<file path="config.mk">
export PLATFORM = sky130hd
export DESIGN_NAME = page_density_mon
export DESIGN_NICKNAME = d
export VERILOG_FILES = /design/src/rtl/pdm_pkg.sv /design/src/rtl/pdm_footprint.sv /design/src/rtl/pdm_popcount.sv /design/src/rtl/pdm_classify.sv /design/src/rtl/pdm_histogram.sv /design/src/rtl/page_density_mon.sv
export SDC_FILE = /design/constraint.sdc
export NUM_CORES = 1
export LEC_CHECK = 0
export BUFFER_PORTS_ARGS = -buffer_cell sky130_fd_sc_hd__buf_2
export CAP_MARGIN = 10
export CORE_MARGIN = 10
export CORE_UTILIZATION = 50
export DETAILED_ROUTE_END_ITERATION = 10
export PLACE_DENSITY = 0.7
export SYNTH_ARGS = -nofsm -noshare
export SYNTH_HDL_FRONTEND = slang
export SYNTH_HIERARCHICAL = 1
export SYNTH_SLANG_ARGS = --single-unit
</file>
<file path="constraint.sdc">
create_clock -name clk -period 9.2 [get_ports clk]
set_input_delay 1.38 -clock clk [delete_from_list [all_inputs] [get_ports clk]]
set_output_delay 1.38 -clock clk [all_outputs]
set_load 0.02 [all_outputs]
</file>
<file path="src/rtl/pdm_pkg.sv">
package pdm_pkg;
  typedef enum logic [1:0] {
    EV_IDLE  = 2'b00,
    EV_FILL  = 2'b01,
    EV_TOUCH = 2'b10,
    EV_EVICT = 2'b11
  } ev_kind_t;

  typedef enum logic [1:0] {
    CLS_FINE   = 2'd0,
    CLS_OTHER  = 2'd1,
    CLS_COARSE = 2'd2
  } dens_cls_t;
endpackage

</file>
<file path="src/rtl/pdm_footprint.sv">
module pdm_footprint
  import pdm_pkg::*;
#(
  parameter int NUM_SLOTS = 16,
  parameter int BLOCKS    = 32,
  localparam int SLOT_W   = (NUM_SLOTS > 1) ? $clog2(NUM_SLOTS) : 1,
  localparam int BLK_W    = $clog2(BLOCKS)
) (
  input  logic              clk,
  input  logic              rst,
  input  ev_kind_t          kind,
  input  logic [SLOT_W-1:0] slot,
  input  logic [BLK_W-1:0]  blk,
  output logic [BLOCKS-1:0] map_o,
  output logic              resident_o
);
  logic [BLOCKS-1:0]    map_mem [NUM_SLOTS];
  logic [NUM_SLOTS-1:0] res_q;
  logic [BLOCKS-1:0]    blk_onehot;

  assign blk_onehot = {{(BLOCKS-1){1'b0}}, 1'b1} << blk;
  assign map_o      = map_mem[slot];
  assign resident_o = res_q[slot];

  // bitmap storage: no reset, single write port per cycle
  always_ff @(posedge clk) begin
    if (kind == EV_FILL)
      map_mem[slot] <= blk_onehot;
    else if (kind == EV_TOUCH && res_q[slot])
      map_mem[slot] <= map_mem[slot] | blk_onehot;
  end

  always_ff @(posedge clk) begin
    if (rst)
      res_q <= '0;
    else if (kind == EV_FILL)
      res_q[slot] <= 1'b1;
    else if (kind == EV_EVICT)
      res_q[slot] <= 1'b0;
  end


  fill_makes_resident_chk: assert property (@(posedge clk) disable iff (rst)
    (kind == EV_FILL) |=> res_q[$past(slot)]);

  evict_clears_resident_chk: assert property (@(posedge clk) disable iff (rst)
    (kind == EV_EVICT) |=> !res_q[$past(slot)]);

  fill_single_bit_chk: assert property (@(posedge clk) disable iff (rst)
    (kind == EV_FILL) |=> $onehot0(map_mem[$past(slot)]));
endmodule

</file>
<file path="src/rtl/pdm_popcount.sv">
module pdm_popcount #(
  parameter int W      = 32,
  localparam int CNT_W = $clog2(W + 1)
) (
  input  logic [W-1:0]     bits_i,
  output logic [CNT_W-1:0] count_o
);
  always_comb begin
    count_o = '0;
    for (int i = 0; i < W; i++)
      count_o = count_o + CNT_W'(bits_i[i]);
  end
endmodule

</file>
<file path="src/rtl/pdm_classify.sv">
module pdm_classify
  import pdm_pkg::*;
#(
  parameter int BLOCKS     = 32,
  parameter int FINE_MAX   = 8,
  parameter int COARSE_MIN = 24,
  localparam int CNT_W     = $clog2(BLOCKS + 1)
) (
  input  logic [CNT_W-1:0] count_i,
  output dens_cls_t        cls_o
);
  always_comb begin
    if (count_i <= CNT_W'(FINE_MAX))
      cls_o = CLS_FINE;
    else if (count_i >= CNT_W'(COARSE_MIN))
      cls_o = CLS_COARSE;
    else
      cls_o = CLS_OTHER;
  end
endmodule

</file>
<file path="src/rtl/pdm_histogram.sv">
module pdm_histogram
  import pdm_pkg::*;
#(
  parameter int CNT_W   = 16,
  localparam int NCLS   = 3,
  localparam int NBANK  = 2
) (
  input  logic             clk,
  input  logic             rst,
  input  logic             hit_i,
  input  logic             dirty_i,
  input  dens_cls_t        cls_i,
  input  logic [2:0]       rd_addr,
  output logic [CNT_W-1:0] rd_data
);
  logic [CNT_W-1:0] cnt_q [NBANK][NCLS];

  for (genvar b = 0; b < NBANK; b++) begin : g_bank
    for (genvar c = 0; c < NCLS; c++) begin : g_cls
      logic bump;
      assign bump = hit_i && (cls_i == dens_cls_t'(c)) && (b == 0 || dirty_i);

      always_ff @(posedge clk) begin
        if (rst)
          cnt_q[b][c] <= '0;
        else if (bump && cnt_q[b][c] != '1)
          cnt_q[b][c] <= cnt_q[b][c] + 1'b1;
      end


      no_wrap_chk: assert property (@(posedge clk) disable iff (rst)
        cnt_q[b][c] >= $past(cnt_q[b][c]));
    end
  end

  for (genvar c = 0; c < NCLS; c++) begin : g_pair

    wb_within_fetch_chk: assert property (@(posedge clk) disable iff (rst)
      cnt_q[1][c] <= cnt_q[0][c]);
  end

  always_ff @(posedge clk) begin
    if (rst)
      rd_data <= '0;
    else if (rd_addr[1:0] == 2'd3)
      rd_data <= '0;
    else
      rd_data <= cnt_q[rd_addr[2]][rd_addr[1:0]];
  end


  idle_no_change_chk: assert property (@(posedge clk) disable iff (rst)
    !hit_i |=> $stable(cnt_q[0][0]) && $stable(cnt_q[0][1]) && $stable(cnt_q[0][2]));
endmodule

</file>
<file path="src/rtl/page_density_mon.sv">
module page_density_mon
  import pdm_pkg::*;
#(
  parameter int NUM_SLOTS  = 16,
  parameter int BLOCKS     = 32,
  parameter int FINE_MAX   = 8,
  parameter int COARSE_MIN = 24,
  parameter int CNT_W      = 16,
  localparam int SLOT_W    = (NUM_SLOTS > 1) ? $clog2(NUM_SLOTS) : 1,
  localparam int BLK_W     = $clog2(BLOCKS),
  localparam int POP_W     = $clog2(BLOCKS + 1)
) (
  input  logic              clk,
  input  logic              rst,
  input  logic [1:0]        ev_kind,
  input  logic [SLOT_W-1:0] ev_slot,
  input  logic [BLK_W-1:0]  ev_block,
  input  logic              ev_dirty,
  input  logic [2:0]        rd_addr,
  output logic [CNT_W-1:0]  rd_data,
  output logic              err_flag
);
  ev_kind_t          kind;
  logic [BLOCKS-1:0] map;
  logic              resident;
  logic [POP_W-1:0]  pop;
  dens_cls_t         cls;
  logic              evict_ok;
  logic              evict_bad;

  assign kind      = ev_kind_t'(ev_kind);
  assign evict_ok  = (kind == EV_EVICT) && resident;
  assign evict_bad = (kind == EV_EVICT) && !resident;

  pdm_footprint #(.NUM_SLOTS(NUM_SLOTS), .BLOCKS(BLOCKS)) u_fp (
    .clk(clk), .rst(rst), .kind(kind), .slot(ev_slot), .blk(ev_block),
    .map_o(map), .resident_o(resident)
  );

  pdm_popcount #(.W(BLOCKS)) u_pop (.bits_i(map), .count_o(pop));

  pdm_classify #(.BLOCKS(BLOCKS), .FINE_MAX(FINE_MAX), .COARSE_MIN(COARSE_MIN)) u_cls (
    .count_i(pop), .cls_o(cls)
  );

  pdm_histogram #(.CNT_W(CNT_W)) u_hist (
    .clk(clk), .rst(rst), .hit_i(evict_ok), .dirty_i(ev_dirty), .cls_i(cls),
    .rd_addr(rd_addr), .rd_data(rd_data)
  );

  always_ff @(posedge clk) begin
    if (rst)
      err_flag <= 1'b0;
    else if (evict_bad)
      err_flag <= 1'b1;
  end


  bad_evict_flag_chk: assert property (@(posedge clk) disable iff (rst)
    evict_bad |=> err_flag);

  flag_sticky_chk: assert property (@(posedge clk) disable iff (rst)
    err_flag |=> err_flag);

  pop_range_chk: assert property (@(posedge clk) disable iff (rst)
    evict_ok |-> (pop >= POP_W'(1)) && (pop <= POP_W'(BLOCKS)));
endmodule

</file>
==> results by group, run 1 <==
Clock tree
  • CTS tree: done
  • Clock transition at path regs: 0.06 ns
  • Cts-stage hold buffer count: 0
  • Quantity of gates resized following cts: 0
  • Worst-case clock buffer depth: 3
  • Setup repair bufs after CTS: 0
  • Latest clock arrival within the worst-skew pair: 0.61 ns
  • CTS buffer count: 69
  • Clock sinks: 641
  • Htree depth: 3
  • Clk Tree Root Cell: clkbuf_16

Global routing
  • Vias in the first global route: 15,800
  • Global-route wire length before repair: 98,500 um
  • Gr usage total: 0.196
  • Initial antenna violation count: 0
  • Largest net degree at the start of global routing: 42
  • Global route total overflow: 0

Place
  • Routability cong.: 0.845
  • Detail Placement HPWL: 37,700 um
  • IO buf count: 33

Synth
  • Sequential fraction of the synthesis area: 0.682
  • Synth cell count leaders: edfxtp_1, nor2_1, nand2_1, mux4_2, inv_1
  • Ys flop type: edfxtp_1
  • Mean post-synth cell area: 16.1 um2
  • Synth warn: 6
  • Synth area leader: edfxtp_1
  • Synth area leaders: edfxtp_1, mux4_2, dfxtp_1, nor2_1, nand2_1
  • Most common cell in the netlist: edfxtp_1
  • Synth top area share: 0.659
  • Synth Cell Area: 27,700 um2
  • #FFs+latches synth: 641
  • Post-synth EDFFs: 608
  • Synth cell types: 56
  • Post-Synthesis Cells: 1,719
  • Post-synthesis async set-or-reset flop share: 0
  • Syn_nets: 1,773

Setup path
  • Most frequent CP cell: fa_1
  • CP startpoint kind: input pin
  • Crit path DAT: 9.02 ns
  • CP max stage cell: fa_1
  • Worst setup EP type: flip-flop
  • Crit path kind: input pin to flip-flop
  • CP top delay family: adder cells
  • CP max stage delay: 0.55 ns
  • Max FO, Critical Path: 37
  • Reg2reg start: u_fp/map_mem[15][7]
  • WP buf/inv: 9
  • Critical Path Start: ev_slot[0]
  • Worst EP required: 9.64 ns

Die
  • Placeable Area: 55,000 um2
  • Die X: 255 um
  • Die area: 65,300 um2
  • Starting Density: 0.504
  • Chip Height: 255 um
  • Boundary Pins: 34
  • Site row count: 86

Power and ir drop
  • P per Cell Area: 262 nW/um2
  • Static Leak: 10.3 nW
  • Maximum vdd drop: 297 uV
  • Pwr Total: 8.23 mW

Detailed routing
  • Remaining DRCs: 0
  • First DRT Iteration DRCs: 1,772
  • Via density: 6.05
  • DRT Pass-1 Iters: 5
  • DRT antenna net count: 0
  • Wire per inst: 24.7 um
  • DR vias: 15,800
  • Drt total wl: 64,300 um

Timing
  • Fin crit period: 8.58 ns
  • Clock skew: 0.0265 ns
  • Slew Viols, Final: 0
  • Least-Margin Pin Slew: 1.19 ns
  • Setup violators final: 0
  • FMAX: 0.116 GHz
  • Worst slew margin: 0.204
  • Endpoints failing hold: 0
  • Final TNS setup: 0 ns
  • Min Hold Slack: 0.459 ns
  • RSZ-0062 raised after global routing: false
  • Crit share post-route: 0.933

Final layout
  • Antenna cells: 0
  • Fin nets: 1,858
  • Area growth from synthesis to layout: 13.2%
  • Fraction of layout cells with a size suffix above 1: 0.204

Min path
  • HP Start: err_flag
  • Type of the worst min-delay path: flip-flop to flip-flop

Outcome
  • Run status: finished, final reports clean

Job
  • Max-cap violations: 0
-- metrics by stage --
stage	area, um2	std cells	util	worst slack (ns)
floorplan	27700	1719	-	0.0373
global placement	29100	2476	0.530	0.242
detailed placement	29100	2476	0.530	0.0210
CTS	31400	2600	0.570	0.640
global route	31400	2605	0.571	0.249
finish	31400	2605	0.571	0.616
-- layout by cell type (no fill, tap or decap), types with 18 or more instances in the layout --
cell type	n
fa_1	24
dfxtp_1	33
mux4_2	145
nand3_1	36
inv_1	83
xnor2_1	69
nand4_1	20
nor4_1	18
nor2_1	162
buf_4	53
and4_1	38
edfxtp_1	608
buf_2	31
clkbuf_1	18
nand2_1	165
nor3_1	27
clkbuf_16	69
o22ai_1	32
-- metal layers --
layer / GRT usage / share of wire
met5: 0 / 0
met4: 0.0617 / 0.026
met3: 0.0311 / 0.075
met2: 0.325 / 0.50
met1: 0.261 / 0.40
-- path summary, 6_finish.rpt --
check | slack, ns | depth (start not counted) | end
worst min-delay path | 0.46 | 2 | err_flag
worst max-delay path | 0.62 | 29 | u_hist/cnt_q[1][7]
worst max register to register | 1.59 | 25 | u_hist/cnt_q[1][7]
worst min register to register | 0.46 | 2 | err_flag
-- kinds of logic after synthesis --
group | Yosys count | share of synthesized area
simple gates | 533 | 0.0926
buf+inv | 164 | 0.0255
fa+ha+maj | 37 | 0.0232
mux | 166 | 0.126
flops | 641 | 0.682
xor+xnor | 86 | 0.0272
compound gates | 92 | 0.0232
-- report_power, final --
group,switching (mW),internal [mW],leakage (nW)
Clock,1.11,1.65,1.09
Sequential,0.164,3.35,6.02
Combinational,1.12,0.841,3.23
-- registers in the layout, indices dropped and copies added, names as in the netlist, named ones only --
signal,count
u_fp/map_mem,512
u_hist/cnt_q,96
u_hist/rd_data,16
err_flag,1
-- final cells by class --
cell class	instances	area [um2]
repair buffers	94	739
multi-input cells	914	8250
well taps	748	936
clock inverters	36	427
clock buffers	88	1810
fillers	4052	23600
inverters	84	315
flip-flops and latches	641	18900
-- tightest hold or removal path: cells and delay by family (launching register included) --
kind | cells | cell delay (ns)
buffers and inverters | 1 | 0.05
AOI/OAI and AO/OA | 1 | 0.05
DFF | 1 | 0.31
Power figures use the tool's default switching activity.
==> run 2, diff against run 1 <==
--- a/config.mk
+++ b/config.mk
@@ -10,7 +10,7 @@
 export CORE_MARGIN = 10
 export CORE_UTILIZATION = 50
 export DETAILED_ROUTE_END_ITERATION = 10
-export PLACE_DENSITY = 0.7
+export PLACE_DENSITY = 0.65
 export SYNTH_ARGS = -nofsm -noshare
 export SYNTH_HDL_FRONTEND = slang
 export SYNTH_HIERARCHICAL = 1
==> results by group, run 2 (synthesized netlist as in run 1, its figures left out) <==
Outcome
  • Run status: finished, final reports clean

Clock tree
  • Clk Tree Root Cell: clkbuf_16
  • Quantity of gates resized following cts: 0
  • Clock sinks: 641
  • Worst-case clock buffer depth: 3
  • CTS buffer count: 68
  • Htree depth: 3
  • CTS tree: done
  • Clock transition at path regs: 0.06 ns
  • Latest clock arrival within the worst-skew pair: 0.62 ns
  • Cts-stage hold buffer count: 0
  • Setup repair bufs after CTS: 0

Timing
  • Clock skew: 0.0408 ns
  • Least-Margin Pin Slew: 1.16 ns
  • Endpoints failing hold: 0
  • Worst slew margin: 0.227
  • FMAX: 0.117 GHz
  • RSZ-0062 raised after global routing: false
  • Final TNS setup: 0 ns
  • Crit share post-route: 0.927
  • Setup violators final: 0
  • Fin crit period: 8.53 ns
  • Slew Viols, Final: 0

Detailed routing
  • Via density: 6.03
  • First DRT Iteration DRCs: 1,346
  • DR vias: 15,700
  • Remaining DRCs: 0
  • DRT Pass-1 Iters: 7
  • DRT antenna net count: 0
  • Wire per inst: 25.1 um
  • Drt total wl: 65,200 um

Die
  • Placeable Area: 55,000 um2
  • Starting Density: 0.504
  • Boundary Pins: 34
  • Site row count: 86
  • Die X: 255 um
  • Chip Height: 255 um
  • Die area: 65,300 um2

Final layout
  • Area growth from synthesis to layout: 13.2%
  • Commonest non-fill, non-tap cells in the layout: edfxtp_1, nand2_1, nor2_1
  • Final-layout fill cell count: 4,165
  • Antenna cells: 0
  • Finished Layout Cells: 2,595
  • Largest Register: u_fp/map_mem
  • Fin nets: 1,851
  • Cell area after layout: 31,400 um2
  • Leading registers by flop count: u_fp/map_mem x512, u_hist/cnt_q x96, u_hist/rd_data x16
  • Commonest non-fill, non-tap cell in the layout: edfxtp_1
  • Max FFs per register: 512
  • Fraction of layout cells with a size suffix above 1: 0.203

Setup path
  • Crit path DAT: 8.98 ns
  • Worst EP required: 9.65 ns
  • CP max stage cell: or3_1
  • CP max stage delay: 0.61 ns
  • CP startpoint kind: input pin
  • Crit path kind: input pin to flip-flop
  • Most frequent CP cell: fa_1
  • Max FO, Critical Path: 38
  • Worst setup EP type: flip-flop

Global routing
  • Largest net degree at the start of global routing: 46
  • Vias in the first global route: 15,800
  • Global route total overflow: 0
  • Gr usage total: 0.200
  • Global-route wire length before repair: 99,400 um
  • Initial antenna violation count: 0

Job
  • Max-cap violations: 0

Place
  • Dpl cell area: 29,100 um2
  • IO buf count: 33
  • Placed Cells: 2,472
  • Detail Placement HPWL: 38,700 um
  • Routability cong.: 0.814

Power and ir drop
  • Static Leak: 10.3 nW
  • Maximum vdd drop: 299 uV
  • P per Cell Area: 262 nW/um2

Min path
  • Type of the worst min-delay path: flip-flop to flip-flop
run 2: per-stage QoR:
stage	total power [mW]	utilization	setup WS, ns	hold WS, ns
after floorplan	4.83	-	0.0373	0.477
after global placement	5.46	0.529	0.147	0.432
after detailed placement	5.48	0.529	0.0344	0.441
after CTS	8.26	0.570	0.693	0.449
after global routing	8.62	0.571	0.213	0.470
final	8.22	0.571	0.674	0.446
run 2: metal layers:
metal,up-vias,track usage,part of all wire
li1,6769,-,-
met1,8169,0.264,0.41
met2,595,0.332,0.50
met3,118,0.0319,0.066
met4,0,0.0679,0.027
met5,-,0,0
run 2: path summary, 6_finish.rpt:
check,start,end,slack (ns),depth (start not counted)
max,ev_slot[0],u_hist/cnt_q[1][31],0.67,26
min,err_flag,err_flag,0.45,2
max reg2reg,u_fp/map_mem[15][7],u_hist/cnt_q[1][31],1.72,24
min reg2reg,err_flag,err_flag,0.45,2
run 2: power breakdown:
group,switching (mW),total (mW),leakage [nW],internal [mW]
clock network,1.12,2.77,1.10,1.66
registers,0.160,3.51,6.02,3.35
logic,1.12,1.94,3.19,0.828
total,2.39,8.22,10.3,5.83
run 2: final cells by class:
type / instances / area (um2) / share of cell area
flip-flops and latches: 641 / 18900 / 0.603
multi-input cells: 914 / 8250 / 0.263
clock inverters: 29 / 349 / 0.0111
well taps: 748 / 936 / 0.0298
inverters: 84 / 315 / 0.0100
clock buffers: 91 / 1930 / 0.0616
repair buffers: 88 / 682 / 0.0217
run 2: worst max-delay path, delay by kind of cell:
kind	cells	cell delay, ns
xor+xnor	1	0.29
buf+inv	6	0.86
compound gates	1	0.15
simple gates	9	2.15
fa+ha+maj	8	3.54
mux	1	0.52
